File: src/rtl/tdm_tx_pkg.sv
package tdm_tx_pkg;
    typedef enum logic [1:0] {
        ST_IDLE  = 2'd0,
        ST_DRIVE = 2'd1,
        ST_MUTE  = 2'd2,
        ST_HOLD  = 2'd3
    } tx_state_e;
endpackage

File: src/rtl/tdm_tx_seq.sv
module tdm_tx_seq #(
    parameter int MAX_SLOTS = 8,
    parameter int WORD_BITS = 8,
    localparam int SLOT_W = (MAX_SLOTS > 1) ? $clog2(MAX_SLOTS) : 1,
    localparam int CNT_W  = $clog2(MAX_SLOTS + 1)
) (
    input  logic              clk,
    input  logic              rst_n,
    input  logic              bit_tick,
    input  logic [CNT_W-1:0]  num_slots,
    output logic              boundary,
    output logic [SLOT_W-1:0] next_slot,
    output logic              fsync
);
    localparam int BIT_W = (WORD_BITS > 1) ? $clog2(WORD_BITS) : 1;
    localparam logic [BIT_W-1:0] LAST_BIT = BIT_W'(WORD_BITS - 1);

    logic              started_q;
    logic [BIT_W-1:0]  bit_q;
    logic [SLOT_W-1:0] slot_q;
    logic [CNT_W-1:0]  slot_ext;
    logic              last_slot;

    always_comb begin
        slot_ext  = CNT_W'(slot_q);
        last_slot = (CNT_W'(slot_ext + CNT_W'(1)) >= num_slots);
        boundary  = bit_tick && (!started_q || bit_q == LAST_BIT);
        next_slot = (!started_q || last_slot) ? '0 : SLOT_W'(slot_q + SLOT_W'(1));
        fsync     = started_q && (slot_q == '0);
    end

    always_ff @(posedge clk) begin
        if (!rst_n) begin
            started_q <= 1'b0;
            bit_q     <= '0;
            slot_q    <= '0;
        end else if (boundary) begin
            started_q <= 1'b1;
            bit_q     <= '0;
            slot_q    <= next_slot;
        end else if (bit_tick) begin
            bit_q     <= BIT_W'(bit_q + BIT_W'(1));
        end
    end

    AST_WORD_STEP: assert property (@(posedge clk) disable iff (!rst_n)
        bit_tick && started_q && (bit_q != LAST_BIT) |=> bit_q == BIT_W'($past(bit_q) + BIT_W'(1)));
    AST_FRAME_START: assert property (@(posedge clk) disable iff (!rst_n)
        bit_tick && !started_q |=> fsync);
endmodule

File: src/rtl/tdm_tx_ctl.sv
module tdm_tx_ctl
    import tdm_tx_pkg::*;
(
    input  logic clk,
    input  logic rst_n,
    input  logic boundary,
    input  logic slot_on,
    input  logic wr_data,
    input  logic wr_slot,
    input  logic rd_status,
    input  logic tie,
    output logic load,
    output logic oe,
    output logic tde,
    output logic tue,
    output logic irq
);
    tx_state_e state_q, state_d;
    logic data_pend_q, slot_pend_q, armed_q;
    logic underrun_evt;

    // next-state decision, taken only on word boundaries
    always_comb begin
        state_d = state_q;
        if (boundary) begin
            if (!slot_on)                        state_d = ST_MUTE;
            else if (!data_pend_q && slot_pend_q) state_d = ST_HOLD;
            else                                  state_d = ST_DRIVE;
        end
        underrun_evt = boundary && slot_on && !data_pend_q && !slot_pend_q;
        load         = boundary && (state_d == ST_DRIVE);
    end

    always_ff @(posedge clk) begin
        if (!rst_n) state_q <= ST_IDLE;
        else        state_q <= state_d;
    end

    always_comb begin
        unique case (state_q)
            ST_IDLE:  oe = 1'b0;
            ST_DRIVE: oe = 1'b1;
            ST_MUTE:  oe = 1'b0;
            ST_HOLD:  oe = 1'b0;
        endcase
        irq = tde && tie;
    end

    always_ff @(posedge clk) begin
        if (!rst_n) begin
            data_pend_q <= 1'b0;
            slot_pend_q <= 1'b0;
            armed_q     <= 1'b0;
            tde         <= 1'b0;
            tue         <= 1'b0;
        end else begin
            if (boundary && slot_on) begin
                data_pend_q <= 1'b0;
                slot_pend_q <= 1'b0;
            end
            if (wr_data) data_pend_q <= 1'b1;
            if (wr_slot) slot_pend_q <= 1'b1;

            if (wr_data || wr_slot)       tde <= 1'b0;
            else if (boundary && slot_on) tde <= 1'b1;

            if (underrun_evt)             tue <= 1'b0 | 1'b1;
            else if (wr_data && armed_q)  tue <= 1'b0;

            if (wr_data)                  armed_q <= 1'b0;
            else if (rd_status && tue)    armed_q <= 1'b1;
        end
    end

    AST_MASKED_QUIET: assert property (@(posedge clk) disable iff (!rst_n)
        boundary && !slot_on |=> !oe);
    AST_QUIET_HOLDS: assert property (@(posedge clk) disable iff (!rst_n)
        !boundary |=> $stable(oe));
    AST_TDE_AT_SLOT: assert property (@(posedge clk) disable iff (!rst_n)
        boundary && slot_on && !wr_data && !wr_slot |=> tde);
    AST_WRITE_CLEARS_TDE: assert property (@(posedge clk) disable iff (!rst_n)
        wr_data || wr_slot |=> !tde);
    AST_HOLD_SILENT: assert property (@(posedge clk) disable iff (!rst_n)
        boundary && slot_on && slot_pend_q && !data_pend_q |=> !oe && (tue == $past(tue)));
    AST_UNDERRUN_DRIVES: assert property (@(posedge clk) disable iff (!rst_n)
        underrun_evt |=> tue && oe);
    AST_TUE_STICKY: assert property (@(posedge clk) disable iff (!rst_n)
        tue && !wr_data |=> tue);
endmodule

File: src/rtl/tdm_tx_shift.sv
module tdm_tx_shift #(
    parameter int WORD_BITS = 8
) (
    input  logic                 clk,
    input  logic                 rst_n,
    input  logic                 bit_tick,
    input  logic                 load,
    input  logic                 wr_data,
    input  logic [WORD_BITS-1:0] wdata,
    input  logic                 oe,
    output logic                 sdo
);
    logic [WORD_BITS-1:0] dreg_q;
    logic [WORD_BITS-1:0] shreg_q;

    always_ff @(posedge clk) begin
        if (!rst_n) begin
            dreg_q  <= '0;
            shreg_q <= '0;
        end else begin
            if (wr_data) dreg_q <= wdata;
            if (load)
                shreg_q <= dreg_q;
            else if (bit_tick)
                shreg_q <= {shreg_q[WORD_BITS-2:0], 1'b0};
        end
    end

    assign sdo = oe && shreg_q[WORD_BITS-1];

    AST_SHIFT_STEP: assert property (@(posedge clk) disable iff (!rst_n)
        bit_tick && !load |=> shreg_q == {$past(shreg_q[WORD_BITS-2:0]), 1'b0});
    AST_LOAD_WORD: assert property (@(posedge clk) disable iff (!rst_n)
        load |=> shreg_q == $past(dreg_q));
endmodule

File: src/rtl/tdm_slot_tx.sv
module tdm_slot_tx #(
    parameter int MAX_SLOTS = 8,
    parameter int WORD_BITS = 8,
    localparam int SLOT_W = (MAX_SLOTS > 1) ? $clog2(MAX_SLOTS) : 1,
    localparam int CNT_W  = $clog2(MAX_SLOTS + 1)
) (
    input  logic                 clk,
    input  logic                 rst_n,
    input  logic                 bit_tick,
    input  logic [CNT_W-1:0]     num_slots,
    input  logic [MAX_SLOTS-1:0] slot_mask,
    input  logic                 tie,
    input  logic                 wr_data,
    input  logic [WORD_BITS-1:0] wdata,
    input  logic                 wr_slot,
    input  logic                 rd_status,
    output logic                 sdo,
    output logic                 sdo_oe,
    output logic                 fsync,
    output logic                 tde,
    output logic                 tue,
    output logic                 irq
);
    logic              boundary;
    logic [SLOT_W-1:0] next_slot;
    logic              slot_on;
    logic              load;

    assign slot_on = slot_mask[next_slot];

    tdm_tx_seq #(.MAX_SLOTS(MAX_SLOTS), .WORD_BITS(WORD_BITS)) u_seq (
        .clk(clk), .rst_n(rst_n), .bit_tick(bit_tick), .num_slots(num_slots),
        .boundary(boundary), .next_slot(next_slot), .fsync(fsync)
    );

    tdm_tx_ctl u_ctl (
        .clk(clk), .rst_n(rst_n), .boundary(boundary), .slot_on(slot_on),
        .wr_data(wr_data), .wr_slot(wr_slot), .rd_status(rd_status), .tie(tie),
        .load(load), .oe(sdo_oe), .tde(tde), .tue(tue), .irq(irq)
    );

    tdm_tx_shift #(.WORD_BITS(WORD_BITS)) u_shift (
        .clk(clk), .rst_n(rst_n), .bit_tick(bit_tick), .load(load),
        .wr_data(wr_data), .wdata(wdata), .oe(sdo_oe), .sdo(sdo)
    );

    AST_RELEASED_LINE_LOW: assert property (@(posedge clk) disable iff (!rst_n)
        !sdo_oe |-> !sdo);
endmodule

File: config.mk
export PLATFORM = sky130hd
export DESIGN_NAME = tdm_slot_tx
export DESIGN_NICKNAME = d
export VERILOG_FILES = /design/src/rtl/tdm_tx_pkg.sv /design/src/rtl/tdm_tx_seq.sv /design/src/rtl/tdm_tx_ctl.sv /design/src/rtl/tdm_tx_shift.sv /design/src/rtl/tdm_slot_tx.sv
export SDC_FILE = /design/constraint.sdc
export NUM_CORES = 1
export LEC_CHECK = 0
export CORE_MARGIN = 2
export CORE_UTILIZATION = 45
export CTS_CLUSTER_SIZE = 8
export DETAILED_ROUTE_END_ITERATION = 16
export DONT_BUFFER_PORTS = 1
export PLACE_DENSITY_LB_ADDON = 0.08
export SETUP_SLACK_MARGIN = 0.05
export SLEW_MARGIN = 20
export SYNTH_ARGS = -nofsm -noshare
export SYNTH_HDL_FRONTEND = slang
export SYNTH_SLANG_ARGS = --single-unit
File: constraint.sdc
create_clock -name clk -period 2.9 [get_ports clk]
set_input_delay 0.58 -clock clk [delete_from_list [all_inputs] [get_ports clk]]
set_output_delay 0.58 -clock clk [all_outputs]
set_load 0.05 [all_outputs]
==> impl_results.md, run 1 <==
* Status: finished, final reports clean
* Starting density of the core at 47.8%
* Gpl congestion at 0.808
* FF-to-FF setup slack at 240 ps
* IO buf count at 0
* Final WL at 2830 µm
* Area grow syn2layout at 6.92%
* First-pass GRT wire length at 4730 µm
* DRC viols at 0
* Setup Fix Bufs, Post-CTS at 0
* Most used DFF post-synth: dfxtp_1
* Post-Route M1 WL at 1380 µm
* FF-to-FF path depth at 8
* Worst EP required at 3130 ps
* Routed vias at 1105
* Reg clk slew, reported paths at 90 ps
* Power density over the cells at 507 mW/mm²
* Final hold viol count at 0
* Die width at 61.4 µm
* Setup CP Type: reg2reg
* Nets at 199
* Pins Over Slew Limit at 0
* Number of global-route vias before repair at 1067
* Slew HR at 44.2%
* Worst Hold End: u_ctl.tde
* Fin cells at 209
* Worst path arrival time at 2890 ps
* Peak supply drop at 0.000242 V
* FF-to-FF End: u_ctl.data_pend_q
* Largest net degree at the start of global routing at 26
* Final core occ at 51.1%
* Ports at 33
* Skew-Pair Late Insertion Delay at 330 ps
* RSZ-0062 raised after global routing: no
* Detail Placement HPWL at 2090 µm
* H-Tree Depth at 2
* CTS Sinks at 30
* Mean routed wirelength per cell at 13.5 µm
* Gate Count Post-Synth at 163
* Flops & latches, synth at 30
* Core area at 0.00310 mm²
* DR top layer: met4
* Row count at 20
* Worst Hold Class: in2reg
* Setup ws final at 243 ps
* Net load switching power at 215 µW
* Sw frac at 26.8%
* CP Launch Type: flop
* Syn. warnings at 0
* Synth cell types at 34
* DP Worst Slack at 228 ps
* CP Capture Type: flop
* Metal3 WL at 197 µm
* Drt first pass iters at 4
* Min-Delay Path Depth at 1
* Post-synth EDFFs at 0
* Final critical-path share of the clock period at 91.6%
* Met2 routed WL at 1210 µm
* Endpoints failing setup at 0
* Multi-input logic area at 810 µm²
* Post-CTS Resized at 0
* Synthesized area at 0.00148 mm²
* Worst reg2reg path startpoint: u_seq.slot_q[0]
* Die height at 61.4 µm
* Comb pwr share at 11.3%
* Via-per-instance ratio at 5.29
* Total track usage at 17.4%
* CTS tree: yes
* Ys async rst share at 0%
* Max-cap viol count at 0
* Int Power at 588 µW
* # hold bufs at CTS at 0
* Measured slew at the worst slew-check pin at 833 ps
* Clk pwr share at 33.1%
* Seq. cell area at 601 µm²
* Die area at 0.00377 mm²
* ANT nets after route at 0
* Final Cell Area at 0.00159 mm²
* Ant diodes at 0
* Antenna violations before repair at 0
* Bufs on Longest Clock Path at 2
* Worst clock skew at 2.97 ps
* Placed cell area at 0.00152 mm²
* Post-Place Cells at 201
* P_leak at 0.636 nW
* Sequential area share after synthesis at 40.5%
* Syn_area_per_cell at 9.10 µm²
* Max FO, Critical Path at 12
* Cts bufs inserted at 5
* CTS root buf: clkbuf_4
* Hold Startpoint: wr_slot
* TNS Setup at 0 ps
* Sequential share of power at 55.7%
* Starting DRT DRC Count at 32
* Minimum clock period at 2660 ps
* Fill cells at 321
* Fmax at 376 MHz
* Share of cells above drive strength 1 at 8.48%
* Total grt overflow at 0
* Syn Nets at 198
metal layers:
metal / track usage [%] / vias to the layer above
met5: 0 / -
met3: 7.56 / 6
li1: - / 562
met4: 6.38 / 0
met2: 25.2 / 32
met1: 23.0 / 505
flip-flops by register name, indices dropped and copies added, names as in the netlist:
signal and count:
u_shift.dreg_q 8, u_shift.shreg_q 8, u_seq.bit_q 3, u_seq.slot_q 3, u_ctl.state_q 2, u_ctl.armed_q 1, u_ctl.data_pend_q 1, u_ctl.slot_pend_q 1
u_ctl.tde 1, u_ctl.tue 1, u_seq.started_q 1
final cells by class:
| cell class | instances | area share (%) |
|---|---|---|
| Tap cell | 44 | 3.47 |
| Clock inverter | 2 | 0.789 |
| Clock buffer | 6 | 3.24 |
| Sequential cell | 30 | 37.9 |
| Multi-Input combinational cell | 113 | 51.1 |
| Inverter | 13 | 3.08 |
| Timing Repair Buffer | 1 | 0.474 |
cell families after synthesis:
family	count (synthesis)	synth area share (%)
buffers and inverters	20	5.23
AND/OR/NAND/NOR	63	21.3
adder cells (fa/ha/maj)	8	6.75
multiplexers	12	9.20
AO/OA/AOI/OAI	28	15.9
XOR/XNOR	2	1.18
flip-flops	30	40.5
per-stage QoR:
step           hold WS (ps)  total power, mW
2_1_floorplan           424            0.538
3_3_place_gp            442            0.545
3_5_place_dp            448            0.548
4_1_cts                 308            0.814
5_1_grt                 299            0.845
6_report                311            0.803
worst max path at each step:
| stage | endpoint | start | depth (start not counted) |
|---|---|---|---|
| floorplan | u_shift.shreg_q[2] | u_seq.slot_q[0] | 8 |
| global placement | u_ctl.data_pend_q | u_seq.slot_q[0] | 8 |
| detailed placement | u_ctl.data_pend_q | u_seq.slot_q[0] | 8 |
| CTS | u_ctl.data_pend_q | u_seq.slot_q[0] | 8 |
| global route | u_ctl.tue | u_seq.slot_q[0] | 8 |
| finish | u_ctl.data_pend_q | u_seq.slot_q[0] | 8 |
layout by cell type (no fill, tap or decap):
| cell | netlist | final |
|---|---|---|
| a211o_1 | 2 | 2 |
| a21boi_0 | 4 | 4 |
| a21o_1 | 1 | 1 |
| a21oi_1 | 2 | 2 |
| a22o_1 | 2 | 2 |
| a31oi_1 | 1 | 1 |
| and2_1 | 5 | 5 |
| and3_1 | 1 | 1 |
| and3_4 | 1 | 1 |
| and3b_2 | 1 | 1 |
| buf_4 | 0 | 1 |
| clkbuf_4 | 0 | 5 |
| clkbuf_8 | 0 | 1 |
| clkinv_2 | 0 | 1 |
| clkinvlp_4 | 0 | 1 |
| dfxtp_1 | 30 | 30 |
| ha_1 | 8 | 8 |
| inv_1 | 13 | 13 |
| mux2i_1 | 11 | 11 |
| mux4_1 | 1 | 1 |
| nand2_1 | 26 | 26 |
| nand2b_1 | 2 | 2 |
| nand3_1 | 6 | 6 |
| nor2_1 | 6 | 6 |
| nor2b_1 | 11 | 11 |
| nor3_1 | 2 | 2 |
| nor3b_1 | 2 | 1 |
| nor3b_2 | 0 | 1 |
| o211a_1 | 1 | 1 |
| o211ai_1 | 1 | 1 |
| o21a_1 | 2 | 2 |
| o21ai_0 | 4 | 4 |
| o221ai_1 | 6 | 6 |
| o221ai_2 | 1 | 1 |
| o311ai_4 | 1 | 1 |
| xnor2_1 | 1 | 1 |
| xor2_1 | 1 | 1 |
Yosys cell counts (2+ instances only):
master | n | area share [%]
nand2b_1 | 2 | 0.84
nand2_1 | 26 | 6.6
a22o_1 | 2 | 1.2
ha_1 | 8 | 6.8
nor2_1 | 6 | 1.5
nor2b_1 | 11 | 4.6
a211o_1 | 2 | 1.2
a21oi_1 | 2 | 0.68
buf_2 | 2 | 0.68
clkbuf_1 | 3 | 0.76
nand3_1 | 6 | 2.0
and2_1 | 5 | 2.1
nor3b_1 | 2 | 1.0
nor3_1 | 2 | 0.68
o21ai_0 | 4 | 1.4
o21a_1 | 2 | 1.0
inv_1 | 13 | 3.3
mux2i_1 | 11 | 7.4
buf_1 | 2 | 0.51
a21boi_0 | 4 | 2.0
dfxtp_1 | 30 | 41
o221ai_1 | 6 | 3.5
power by group through the flow:
stage	combinational, mW	clock (mW)	sequential (mW)
after floorplan	0.0850	0	0.453
after global placement	0.0889	0	0.456
after detailed placement	0.0910	0	0.457
after CTS	0.0915	0.275	0.447
after global routing	0.102	0.293	0.450
final	0.0906	0.266	0.447
critical path: stages, from the launching register on:
cell,delay [ps]
dfxtp_1,450
inv_1,130
ha_1,400
ha_1,310
o211ai_1,170
o211a_1,270
a21o_1,160
nand3_1,360
a22o_1,310
Note: power is estimated with default switching activity, not from simulation.
==> run 2: changes to the inputs <==
Settings changed: BUFFER_PORTS_ARGS set to -buffer_cell sky130_fd_sc_hd__buf_2, DONT_BUFFER_PORTS 1 to not set, PLACE_DENSITY set to 0.68, PLACE_DENSITY_LB_ADDON 0.08 to not set.
Clock period 2.9 ns to 2.8 ns, I/O delays scaled along.
==> run 2 against run 1 <==
- worst setup slack better by 61 ps
- die area stayed put
- via count is 12% higher
- total power is 15% higher
- largest cell class unchanged
- routed wire length is 3.6% higher
- flip-flop and latch count stayed put
- global-route usage is 0.80 points higher
- clock power is 27% higher
- core utilization is 5.3 points higher
==> impl_results.md, run 2 (synthesized netlist as in run 1, its figures left out) <==
* IO buf count at 32 (+32)
* Bufs on Longest Clock Path at 2 (unchanged)
* Core area at 0.00310 mm² (unchanged)
* Max FO, Critical Path at 7 (-5)
* CTS root buf: clkbuf_4
* CP startpoint: u_seq.slot_q[0]
* RSZ-0062 raised after global routing: no
* Gpl congestion at 0.774 (-4.2%)
* Ant diodes at 0 (unchanged)
* Int Power at 690 µW (+17%)
* Drt first pass iters at 4 (unchanged)
* CP Capture Type: flop
* Setup CP Type: reg2reg
* First-pass GRT wire length at 4960 µm (+5.0%)
* Placed cell area at 0.00167 mm² (+9.7%)
* Comb pwr share at 13.9% (+2.6 points)
* Net load switching power at 233 µW (+8.0%)
* Post-CTS Resized at 0 (unchanged)
* Power density over the cells at 527 mW/mm² (+4.1%)
* CTS tree: yes
* Worst EP required at 3000 ps (-130 ps)
* Share of cells above drive strength 1 at 22.4% (+14 points)
* Worst path arrival time at 2700 ps (-190 ps)
* CP Launch Type: flop
* Ports at 33 (unchanged)
* Pins Over Slew Limit at 0 (unchanged)
* Minimum clock period at 2500 ps (-161 ps)
* WP buf/inv at 1 (unchanged)
* CTS Sinks at 30 (unchanged)
* Die width at 61.4 µm (unchanged)
* Worst Hold End: u_ctl.tde
* Min-Delay Path Depth at 2 (+1)
* Sw frac at 25.2% (-1.6 points)
* Skew-Pair Late Insertion Delay at 330 ps (about the same)
* FF-to-FF setup slack at 300 ps (+60 ps)
* Worst clock skew at 10.9 ps (+7.95 ps)
* Number of global-route vias before repair at 1192 (+12%)
* Reg clk slew, reported paths at 90 ps (about the same)
* Final WL at 2930 µm (+3.6%)
* Critical-path cell list: inv_1, ha_1, ha_1, o211ai_1, o211a_1, and3_4, o311ai_4, o221ai_1
* Antenna violations before repair at 0 (unchanged)
* # hold bufs at CTS at 0 (unchanged)
* Starting density of the core at 47.8% (unchanged)
* Die area at 0.00377 mm² (unchanged)
* Hold Startpoint: wr_slot
* Commonest non-fill, non-tap cells in the layout: 32 x buf_2, 29 x dfxtp_1, 26 x nand2_1, 13 x inv_1
* Peak supply drop at 0.000391 V (+62%)
* Clk pwr share at 36.5% (+3.4 points)
* Nets at 230 (+16%)
* Status: finished, final reports clean
* Crit-path leading delay family: compound AO/OA/AOI/OAI gates
* ANT nets after route at 0 (unchanged)
* Crit-path slowest cell: o311ai_4
* Total power at 923 µW (+15%)
* Slew HR at 58.8% (+15 points)
* Cts bufs inserted at 5 (unchanged)
* CP max stage delay at 430 ps (-20 ps)
* Final Cell Area at 0.00175 mm² (+10%)
* Routed vias at 1233 (+12%)
* Via-per-instance ratio at 5.14 (-2.8%)
* TNS Setup at 0 ps (unchanged)
* Max-cap viol count at 0 (unchanged)
* Detail Placement HPWL at 2250 µm (+7.6%)
* Total grt overflow at 0 (unchanged)
* Top Registers: u_shift.dreg_q: 8 flops, u_shift.shreg_q: 8 flops
* Final critical-path share of the clock period at 89.2% (-2.5 points)
* Mean routed wirelength per cell at 12.2 µm (-9.8%)
* Final core occ at 56.4% (+5.3 points)
* Measured slew at the worst slew-check pin at 611 ps (-222 ps)
* Worst Hold Class: in2reg
* FF-to-FF path depth at 8 (unchanged)
* H-Tree Depth at 2 (unchanged)
* DRC viols at 0 (unchanged)
* Area grow syn2layout at 18.1%
* Fmax at 401 MHz (+6.4%)
* Worst reg2reg path startpoint: u_seq.slot_q[0]
* Setup Fix Bufs, Post-CTS at 0 (unchanged)
* Largest net degree at the start of global routing at 26 (unchanged)
* Total track usage at 18.2% (+0.80 points)
* Critical Path Most Common Cell: ha_1
* FF-to-FF End: u_shift.shreg_q[3]
* Starting DRT DRC Count at 31 (-3.1%)
* Worst hold margin at 408 ps (+96.7 ps)
* P_leak at 0.769 nW (+21%)
* Row count at 20 (unchanged)
* Commonest non-fill, non-tap cell in the layout: buf_2
* Die height at 61.4 µm (unchanged)
* Sequential share of power at 49.7% (-6.0 points)
* Final hold viol count at 0 (unchanged)
* Endpoints failing setup at 0 (unchanged)
run 2: worst max-delay path by stage:
stage,depth (start not counted),end
2_1_floorplan,8,u_shift.shreg_q[2]
3_3_place_gp,8,u_ctl.data_pend_q
5_1_grt,8,u_shift.shreg_q[2]
6_report,8,u_shift.shreg_q[3]
3_5_place_dp,8,u_ctl.data_pend_q
4_1_cts,8,u_ctl.data_pend_q
run 2: power groups by stage:
stage / Combinational [mW] / Sequential (mW) / Clock (mW)
finish: 0.128 / 0.458 / 0.337
global route: 0.142 / 0.461 / 0.365
CTS: 0.129 / 0.458 / 0.346
detailed placement: 0.128 / 0.468 / 0
global placement: 0.124 / 0.467 / 0
floorplan: 0.0880 / 0.469 / 0
run 2: cell type report:
type / instances / area [µm²]
sequential: 30 / 602
clock buffer: 7 / 45.0
fill: 304 / 1350
tap: 44 / 55.1
multi-input combinational: 113 / 810
clock inverter: 1 / 30.0
timing repair buffer: 32 / 160
inverter: 13 / 48.8
run 2: metal layers:
| metal | GRT usage, % | vias up | part of all wire, % |
|---|---|---|---|
| met5 | 0 | - | 0 |
| met4 | 7.60 | 0 | 1.1 |
| met3 | 6.93 | 4 | 4.7 |
| met2 | 30.5 | 26 | 48 |
| met1 | 20.8 | 579 | 46 |
| li1 | - | 624 | - |
run 2: stage by stage:
stage / worst slack, ps / instances
2_1_floorplan: 484 / 163
3_3_place_gp: 286 / 232
3_5_place_dp: 146 / 232
4_1_cts: 148 / 240
5_1_grt: 138 / 240
6_report: 304 / 240
